--- config.mk ---
export PLATFORM = sky130hd
export DESIGN_NAME = qdac_serial_regs
export DESIGN_NICKNAME = d
export VERILOG_FILES = /design/src/rtl/qdac_pkg.sv /design/src/rtl/qdac_shifter.sv /design/src/rtl/qdac_regbank.sv /design/src/rtl/qdac_status.sv /design/src/rtl/qdac_serial_regs.sv
export SDC_FILE = /design/constraint.sdc
export NUM_CORES = 1
export LEC_CHECK = 0
export ABC_CLOCK_PERIOD_IN_PS = 3400
export BUFFER_PORTS_ARGS = -buffer_cell sky130_fd_sc_hd__clkbuf_2
export CAP_MARGIN = 0
export CORE_MARGIN = 8
export CORE_UTILIZATION = 58
export DETAILED_ROUTE_END_ITERATION = 10
export PLACE_DENSITY = 0.83
export SETUP_SLACK_MARGIN = 0.15
export SYNTH_ARGS = -nofsm -noshare
export SYNTH_HDL_FRONTEND = slang
export SYNTH_HIERARCHICAL = 1
export SYNTH_SLANG_ARGS = --single-unit
--- constraint.sdc ---
create_clock -name sclk -period 3.4 [get_ports sclk]
set_input_delay 0.51 -clock sclk [delete_from_list [all_inputs] [get_ports sclk]]
set_output_delay 0.51 -clock sclk [all_outputs]
set_load 0.02 [all_outputs]
--- src/rtl/qdac_pkg.sv ---
package qdac_pkg;
  typedef enum logic {
    CMD_CTRL = 1'b0,
    CMD_DATA = 1'b1
  } cmd_kind_e;
endpackage

--- src/rtl/qdac_shifter.sv ---
module qdac_shifter #(
  parameter int FRAME_W = 12
) (
  input  logic               clk,
  input  logic               rst_n,
  input  logic               sdi,
  input  logic               frame,
  output logic [FRAME_W-1:0] word_o,
  output logic               commit_o
);
  localparam int CNT_W = $clog2(FRAME_W + 2);
  localparam logic [CNT_W-1:0] CNT_MAX  = CNT_W'(FRAME_W + 1);
  localparam logic [CNT_W-1:0] CNT_FULL = CNT_W'(FRAME_W);

  logic [FRAME_W-1:0] sreg;
  logic [CNT_W-1:0]   cnt;
  logic               frame_q;

  always_ff @(posedge clk or negedge rst_n) begin
    if (!rst_n) begin
      sreg    <= '0;
      cnt     <= '0;
      frame_q <= 1'b0;
    end else begin
      frame_q <= frame;
      if (frame) begin
        sreg <= {sreg[FRAME_W-2:0], sdi};
        if (cnt != CNT_MAX) cnt <= cnt + 1'b1;
      end else begin
        cnt <= '0;
      end
    end
  end

  assign word_o   = sreg;
  assign commit_o = frame_q && !frame && (cnt == CNT_FULL) && sreg[FRAME_W-1];

  AST_CNT_BOUND: assert property (@(posedge clk) disable iff (!rst_n)
    cnt <= CNT_MAX);
  AST_COMMIT_CLOSE: assert property (@(posedge clk) disable iff (!rst_n)
    commit_o |=> (cnt == '0));
endmodule

--- src/rtl/qdac_regbank.sv ---
module qdac_regbank
  import qdac_pkg::*;
#(
  parameter int NUM_CH  = 4,
  parameter int CODE_W  = 8,
  parameter int FRAME_W = 12
) (
  input  logic                     clk,
  input  logic                     rst_n,
  input  logic                     commit_i,
  input  logic [FRAME_W-2:0]       word_i,
  output logic [NUM_CH*CODE_W-1:0] codes_o,
  output logic [NUM_CH-1:0]        range_o,
  output logic [NUM_CH-1:0]        inhibit_o,
  output logic                     act_o,
  output logic                     mode_o
);
  localparam int ADDR_W   = $clog2(NUM_CH);
  localparam int KIND_BIT = FRAME_W - 2;
  localparam int MODE_BIT = FRAME_W - 3;
  localparam int RNG_TOP  = FRAME_W - 4;
  localparam int SI_TOP   = RNG_TOP - NUM_CH;
  localparam int ACT_BIT  = SI_TOP - NUM_CH;

  cmd_kind_e         kind;
  logic [ADDR_W-1:0] addr;
  logic [CODE_W-1:0] code_in;
  logic              wr_data;
  logic              wr_ctrl;

  assign kind    = cmd_kind_e'(word_i[KIND_BIT]);
  assign addr    = word_i[MODE_BIT -: ADDR_W];
  assign code_in = word_i[CODE_W-1:0];
  assign wr_data = commit_i && (kind == CMD_DATA);
  assign wr_ctrl = commit_i && (kind == CMD_CTRL);

  logic [CODE_W-1:0] code_q [NUM_CH];

  for (genvar ch = 0; ch < NUM_CH; ch++) begin : g_chan
    always_ff @(posedge clk or negedge rst_n) begin
      if (!rst_n) begin
        code_q[ch] <= '0;
      end else if (wr_data && (addr == ADDR_W'(ch))) begin
        code_q[ch] <= code_in;
      end
    end
    assign codes_o[ch*CODE_W +: CODE_W] = code_q[ch];
  end

  always_ff @(posedge clk or negedge rst_n) begin
    if (!rst_n) begin
      range_o   <= '1;
      inhibit_o <= '0;
      act_o     <= 1'b0;
      mode_o    <= 1'b0;
    end else if (wr_ctrl) begin
      mode_o <= word_i[MODE_BIT];
      act_o  <= word_i[ACT_BIT];
      for (int i = 0; i < NUM_CH; i++) begin
        range_o[i]   <= word_i[RNG_TOP - i];
        inhibit_o[i] <= word_i[SI_TOP - i];
      end
    end
  end

  AST_HOLD_IDLE: assert property (@(posedge clk) disable iff (!rst_n)
    !commit_i |=> ($stable(codes_o) && $stable(range_o) && $stable(inhibit_o)
                  && $stable(act_o) && $stable(mode_o)));
  AST_DATA_KEEPS_CTRL: assert property (@(posedge clk) disable iff (!rst_n)
    wr_data |=> ($stable(range_o) && $stable(inhibit_o) && $stable(act_o)
                && $stable(mode_o)));
  AST_CTRL_KEEPS_CODES: assert property (@(posedge clk) disable iff (!rst_n)
    wr_ctrl |=> $stable(codes_o));
endmodule

--- src/rtl/qdac_status.sv ---
module qdac_status #(
  parameter int NUM_CH = 4
) (
  input  logic              clk,
  input  logic              rst_n,
  input  logic              hw_act,
  input  logic [NUM_CH-1:0] inhibit_i,
  input  logic              act_i,
  output logic [NUM_CH-1:0] active_o
);
  logic hw_meta;
  logic hw_sync;

  always_ff @(posedge clk or negedge rst_n) begin
    if (!rst_n) begin
      hw_meta <= 1'b0;
      hw_sync <= 1'b0;
    end else begin
      hw_meta <= hw_act;
      hw_sync <= hw_meta;
    end
  end

  for (genvar ch = 0; ch < NUM_CH; ch++) begin : g_stat
    assign active_o[ch] = inhibit_i[ch] | (act_i & hw_sync);
  end

  AST_INHIBIT_ACTIVE: assert property (@(posedge clk) disable iff (!rst_n)
    ((active_o | inhibit_i) == active_o));
  AST_GATED_NEEDS_BOTH: assert property (@(posedge clk) disable iff (!rst_n)
    (|(active_o & ~inhibit_i)) |-> (act_i && hw_sync));
endmodule

--- src/rtl/qdac_serial_regs.sv ---
module qdac_serial_regs #(
  parameter int NUM_CH = 4,
  parameter int CODE_W = 8
) (
  input  logic                     sclk,
  input  logic                     rst_n,
  input  logic                     sdi,
  input  logic                     frame,
  input  logic                     hw_act,
  output logic [NUM_CH*CODE_W-1:0] code_o,
  output logic [NUM_CH-1:0]        range_o,
  output logic                     mode_o,
  output logic [NUM_CH-1:0]        active_o
);
  localparam int ADDR_W  = $clog2(NUM_CH);
  localparam int FRAME_W = 2 + ADDR_W + CODE_W;

  logic [FRAME_W-1:0] word;
  logic               commit;
  logic [NUM_CH-1:0]  inhibit;
  logic               act;

  qdac_shifter #(.FRAME_W(FRAME_W)) u_shift (
    .clk      (sclk),
    .rst_n    (rst_n),
    .sdi      (sdi),
    .frame    (frame),
    .word_o   (word),
    .commit_o (commit)
  );

  qdac_regbank #(.NUM_CH(NUM_CH), .CODE_W(CODE_W), .FRAME_W(FRAME_W)) u_regs (
    .clk       (sclk),
    .rst_n     (rst_n),
    .commit_i  (commit),
    .word_i    (word[FRAME_W-2:0]),
    .codes_o   (code_o),
    .range_o   (range_o),
    .inhibit_o (inhibit),
    .act_o     (act),
    .mode_o    (mode_o)
  );

  qdac_status #(.NUM_CH(NUM_CH)) u_stat (
    .clk       (sclk),
    .rst_n     (rst_n),
    .hw_act    (hw_act),
    .inhibit_i (inhibit),
    .act_i     (act),
    .active_o  (active_o)
  );
endmodule

== After elaboration in Yosys (flattened, before gate mapping) ==
Cells that the tools add are included.
Word-level totals
  output and inout bits: 41
  register bits after elaboration: 61
  bits of input ports: 5
  word-level logic and storage cells: 39
Operators by class
  equal/unequal tests: 6
  bitwise operators: 6
  muxes and demuxes: 2
  add/subtract/negate cells: 1
  reductions and logical operators: 11
Operators by type and width (number)
  logical AND 1 bit: 9
  2-to-1 mux 4 bit: 2
  adder 4 x 1 -> 4 bit (second input constant): 1
  equality test 2 bit (second input constant): 2
  equality test 4 bit (second input constant): 1
  inequality test 4 bit (second input constant): 1
  bitwise OR 1 bit: 4
  equality test 2 x 1 -> 1 bit (second input constant): 1
  logical NOT 2 bit: 1
  inequality test 2 x 1 -> 1 bit (second input constant): 1
  bitwise AND 1 bit: 1
  logical NOT 1 bit: 1
  inverter 1 bit: 1

== Logic depth before layout (Yosys ltp) ==
  depth in word-level cells: 6
  mapped depth: 6
  depth with buffers taken out: 5

== Modules after synthesis ==
Netlist, hierarchy kept.
Modules (own cells, without submodules)
  qdac_regbank: area each 1639.1 um^2, cells each 91, sequential area each 1056.0 um^2, instances 1
  qdac_shifter: area each 753.2 um^2, cells each 52, sequential area each 425.4 um^2, instances 1
  qdac_status: area each 80.1 um^2, cells each 6, sequential area each 50.0 um^2, instances 1

== Least setup slack after synthesis ==
No wires, ideal clock.
  path type: input to register
  start: input port frame
  end: register u_regs.code_q, in the netlist u_regs/codes_o[0]
  path slack: 1.281 ns
  cell stages on the path: 6
  required time: 3.275 ns
  library setup time: 0.125 ns
  arrival time: 1.993 ns
  path buffers: 3
  cells stage by stage: buf_6 -> buf_12 -> nor3b_1 -> and4bb_1 -> buf_6 -> mux2_4
Between the ends
  cells in the longest elaborated chain, start to end: 6
RTL lines
  start: declaration: RTL line qdac_serial_regs.sv:8  | input logic frame,
  logical NOT 1 bit: RTL line qdac_shifter.sv:36  | assign commit_o = frame_q && !frame && (cnt == CNT_FULL) && sreg[FRAME_W-1];
  logical AND 1 bit (3 in a row): RTL line qdac_shifter.sv:36
  named net commit: RTL line qdac_serial_regs.sv:19  | logic commit;
  logical AND 1 bit: RTL line qdac_regbank.sv:34  | assign wr_data = commit_i && (kind == CMD_DATA);
  logical AND 1 bit: RTL line qdac_regbank.sv:43  | end else if (wr_data && (addr == ADDR_W'(ch))) begin
  end signal: indexed assignment: RTL line qdac_regbank.sv:44  | code_q[ch] <= code_in;
  end: declaration: RTL line qdac_regbank.sv:37  | logic [CODE_W-1:0] code_q [NUM_CH];
The timed path passes the listed nets, and every way through them passes these cells.
A chain may end at the register's enable or synchronous reset.

== Worst setup path in the final report ==
  start: register u_shift.cnt[0]
  end: register u_regs.code_q, in the netlist u_regs/codes_o[3]
Between the ends
  cells in the longest elaborated chain, start to end: 5
RTL lines
  start: declaration: RTL line qdac_shifter.sv:16  | logic [CNT_W-1:0] cnt;
  start signal: assignment: RTL line qdac_shifter.sv:28  | if (cnt != CNT_MAX) cnt <= cnt + 1'b1;
  equality test 4 bit: RTL line qdac_shifter.sv:36
  logical AND 1 bit (2 in a row): RTL line qdac_shifter.sv:36
  named net commit: RTL line qdac_serial_regs.sv:19
  logical AND 1 bit: RTL line qdac_regbank.sv:34
  logical AND 1 bit: RTL line qdac_regbank.sv:43
The timed path passes the listed nets, and every way through them passes these cells.

==> flow_metrics.py <==
metrics = {
    "timing": {
        "fmaxAchievable_mhz": 426,
        "max-slew-margin-rel_pct": 56.0,
        "timing_hold_violations_final": 0,
        "worst_slew_pin_slew_ns": 0.659,
        "timing.final.crit_period_ns": 2.35,
        "grt_setup_unrepaired": "false",
        "fin_worst_skew_ns": 0.00548,
        "min_setup_slack_post_route_ns": 1.05,
        "fin_tns_setup_ns": 0,
        "timing.final.setup_violations": 0,
        "final.hold.worst_slack_ns": 0.176,
        "report.final.slew_viol_count": 0,
        "layout_worst_path_cycle_share_pct": 69.1,
    },
    "synthesis": {
        "synth_edf_count": 0,
        "synth_top_flop_cell": "dfrtp_1",
        "netlist.area_leader.share_pct": 57.7,
        "ys_async_sr_fraction_pct": 100,
        "yosysTopAreaCell": "dfrtp_1",
        "synth-compound-area-share_pct": 2.48,
        "synthMuxAreaShare_pct": 27.2,
        "yosys.area_share.simple_pct": 4.50,
        "syn_inst": 149,
        "ys_warn_count": 6,
        "dominant_cell_by_count_in_the_synthesized_netlist": "dfrtp_1",
        "syn-num-nets": 157,
        "adder_cell_area_share_of_the_yosys_netlist_pct": 1.52,
        "syn_area_per_cell_um2": 16.6,
        "synth.yosys.seq_area_share_pct": 61.9,
        "ys_top_cells_by_count": "57 x dfrtp_1, 42 x mux2_2, 12 x mux2_4, 5 x nand2_1",
        "synth.top_cells.by_area": "dfrtp_1 58%, mux2_2 19%, mux2_4 7.3%",
        "main_combinational_cell_family_by_area_after_synthesis": "multiplexers",
        "post_synth_num_cell_types": 23,
        "syn_std_cell_area_um2": 2470,
        "seq_cells_post_synth": 61,
        "xor_xnor_cell_area_share_of_the_yosys_netlist_pct": 0,
    },
    "worst_setup_path": {
        "worstSetupStartpointType": "register",
        "worst_r2r_startpoint": "u_shift/cnt[0]",
        "worst-path-max-fanout": 8,
        "cp_data_arrival_time_ns": 2.56,
        "worst-r2r-setup-slack_ns": 1.05,
        "sort_of_element_at_the_end_of_the_critical_path": "register",
        "worst-endpoint-required_ns": 3.61,
        "worst-r2r-cell-count": 5,
        "regToRegEndpoint": "u_regs/codes_o[3]",
        "crit_type": "reg2reg",
    },
    "power": {
        "leakage_nw": 1.60,
        "vdd_ir_drop_max_v": 0.000341,
        "cellPowerDensity_nw_per_um2": 565,
        "p_total_mw": 1.66,
    },
    "floorplanning": {
        "die_w_um": 81.3,
        "count_of_standard_cell_rows": 23,
        "top_level_ports": 46,
        "fp.dieH_um": 81.3,
        "die_area_um2": 6610,
        "start_util_pct": 60.9,
        "design.core.area_um2": 4060,
    },
    "clocking": {
        "post_cts_resized": 0,
        "hold_buffers": 0,
        "cts_sink_cnt": 61,
        "postCtsSetupBuffers": 0,
        "cts_buffers": 9,
        "tritoncts_clock_tree": "done",
        "buffer_type_at_the_clock_tree_root": "clkbuf_8",
        "clk_pin_slew_worst_paths_ns": 0.07,
        "clockBufferDepth": 2,
        "insertion_delay_ns": 0.33,
        "cts-htree-levels": 3,
    },
    "global_routing": {
        "met1_usage_pct": 17.9,
        "largest_net_degree_at_the_start_of_global_routing": 38,
        "met3_usage_pct": 5.08,
        "via_count_of_the_first_global_routing_pass": 1501,
        "grt.total_usage_pct": 14.9,
        "globalRouteOverflowTotal": 0,
        "global_route.peak_usage_layer": "met2",
        "met2_usage_pct": 22.5,
        "antenna_found_initial": 0,
        "grt_first_pass_wirelength_um": 7380,
    },
    "run_status": {
        "run_status": "completed",
    },
    "final_layout": {
        "antenna_diode_count": 0,
        "post_route_cells_drive_above_1_share_pct": 60.2,
        "synth_to_final_area_change_pct": 18.5,
        "final_nets": 210,
    },
    "routing": {
        "num_vias": 1425,
        "wl_um": 4580,
        "drc_errors": 0,
        "antenna_violating_nets_post_route": 0,
        "via_per_inst": 5.57,
        "wire_per_inst_um": 17.9,
        "detailedRoute.firstIterationViolations": 49,
        "drt-pass1-iter-count": 4,
    },
    "placement": {
        "pre_cts_ws_ns": 0.840,
        "dp_hpwl_um": 3370,
        "gp_congestion": 0.741,
        "io_buffers": 45,
    },
    "flow_run": {
        "maxCapViolations": 0,
    },
    "worst_hold_path": {
        "min_path_type": "in2async",
    },
}
-- registers in the layout, indices dropped and copies added, names as in the netlist --
signal            count
u_shift/word_o       12
u_regs/codes_o       32
u_regs/mode_o         1
u_stat/hw_meta        1
u_regs/inhibit_o      4
u_regs/act_o          1
u_stat/hw_sync        1
u_regs/range_o        4
u_shift/frame_q       1
u_shift/cnt           4
-- worst max-delay path: stages (launching register included) --
cell	delay, ns
dfrtp_1	0.44
inv_1	0.11
ha_1	0.17
nor3b_1	0.56
and4bb_1	0.61
mux2_4	0.35
-- per-stage QoR --
| step | area (um2) | instances | utilization, % |
|---|---|---|---|
| detailed placement | 2720 | 241 | 67.0 |
| finish | 2930 | 256 | 72.2 |
| CTS | 2930 | 256 | 72.2 |
| global route | 2930 | 256 | 72.2 |
| floorplan | 2470 | 149 | - |
| global placement | 2720 | 241 | 67.0 |
-- cell usage in the layout, fill, tap and decap left out, types with 2 or more instances in the layout --
master,instances
bufinv_16,2
mux2i_1,2
a21o_1,4
clkinv_2,3
nand4b_2,2
nand2b_1,3
nand2_1,5
dfrtp_1,57
clkbuf_2,45
ha_1,3
mux2_4,12
mux2_2,42
inv_1,2
dfstp_2,4
clkbuf_8,10
-- worst max path at each step --
stage | slack (ns) | endpoint | startpoint
floorplan | 1.28 | u_regs/codes_o[0] | frame
global placement | 0.94 | u_regs/codes_o[0] | frame
detailed placement | 0.84 | u_regs/codes_o[3] | frame
CTS | 1.04 | u_regs/codes_o[3] | u_shift/cnt[0]
global route | 0.89 | u_regs/mode_o | u_shift/cnt[0]
finish | 1.05 | u_regs/codes_o[3] | u_shift/cnt[0]
-- power by group --
group          internal (mW)  switching, mW  leakage [nW]  total (mW)
Combinational         0.0685         0.0350         0.689       0.103
Clock                  0.424          0.256         0.112       0.680
Sequential             0.780         0.0920         0.803       0.872
-- routing by layer --
layer | vias to the layer above | wire [um]
met2 | 43 | 2160
met3 | 12 | 357
li1 | 642 | -
met4 | 0 | 93
met1 | 728 | 1970
met5 | - | 0
-- final cells by class --
| cell class | instances | area [um2] |
|---|---|---|
| inverter | 2 | 7.51 |
| fill | 249 | 1130 |
| tap | 50 | 62.6 |
| clock buffer | 10 | 138 |
| multi-input combinational | 82 | 883 |
| clock inverter | 5 | 75.1 |
| timing repair buffer | 46 | 233 |
| sequential | 61 | 1530 |
-- kinds of logic (layout without fill, tap and decap cells) --
logic type,count (synthesis),after routing
flops,61,61
mux,56,56
simple gates,15,15
buf+inv,6,63
fa+ha+maj,3,3
compound gates,8,8
(Power assumes the default switching activity.)
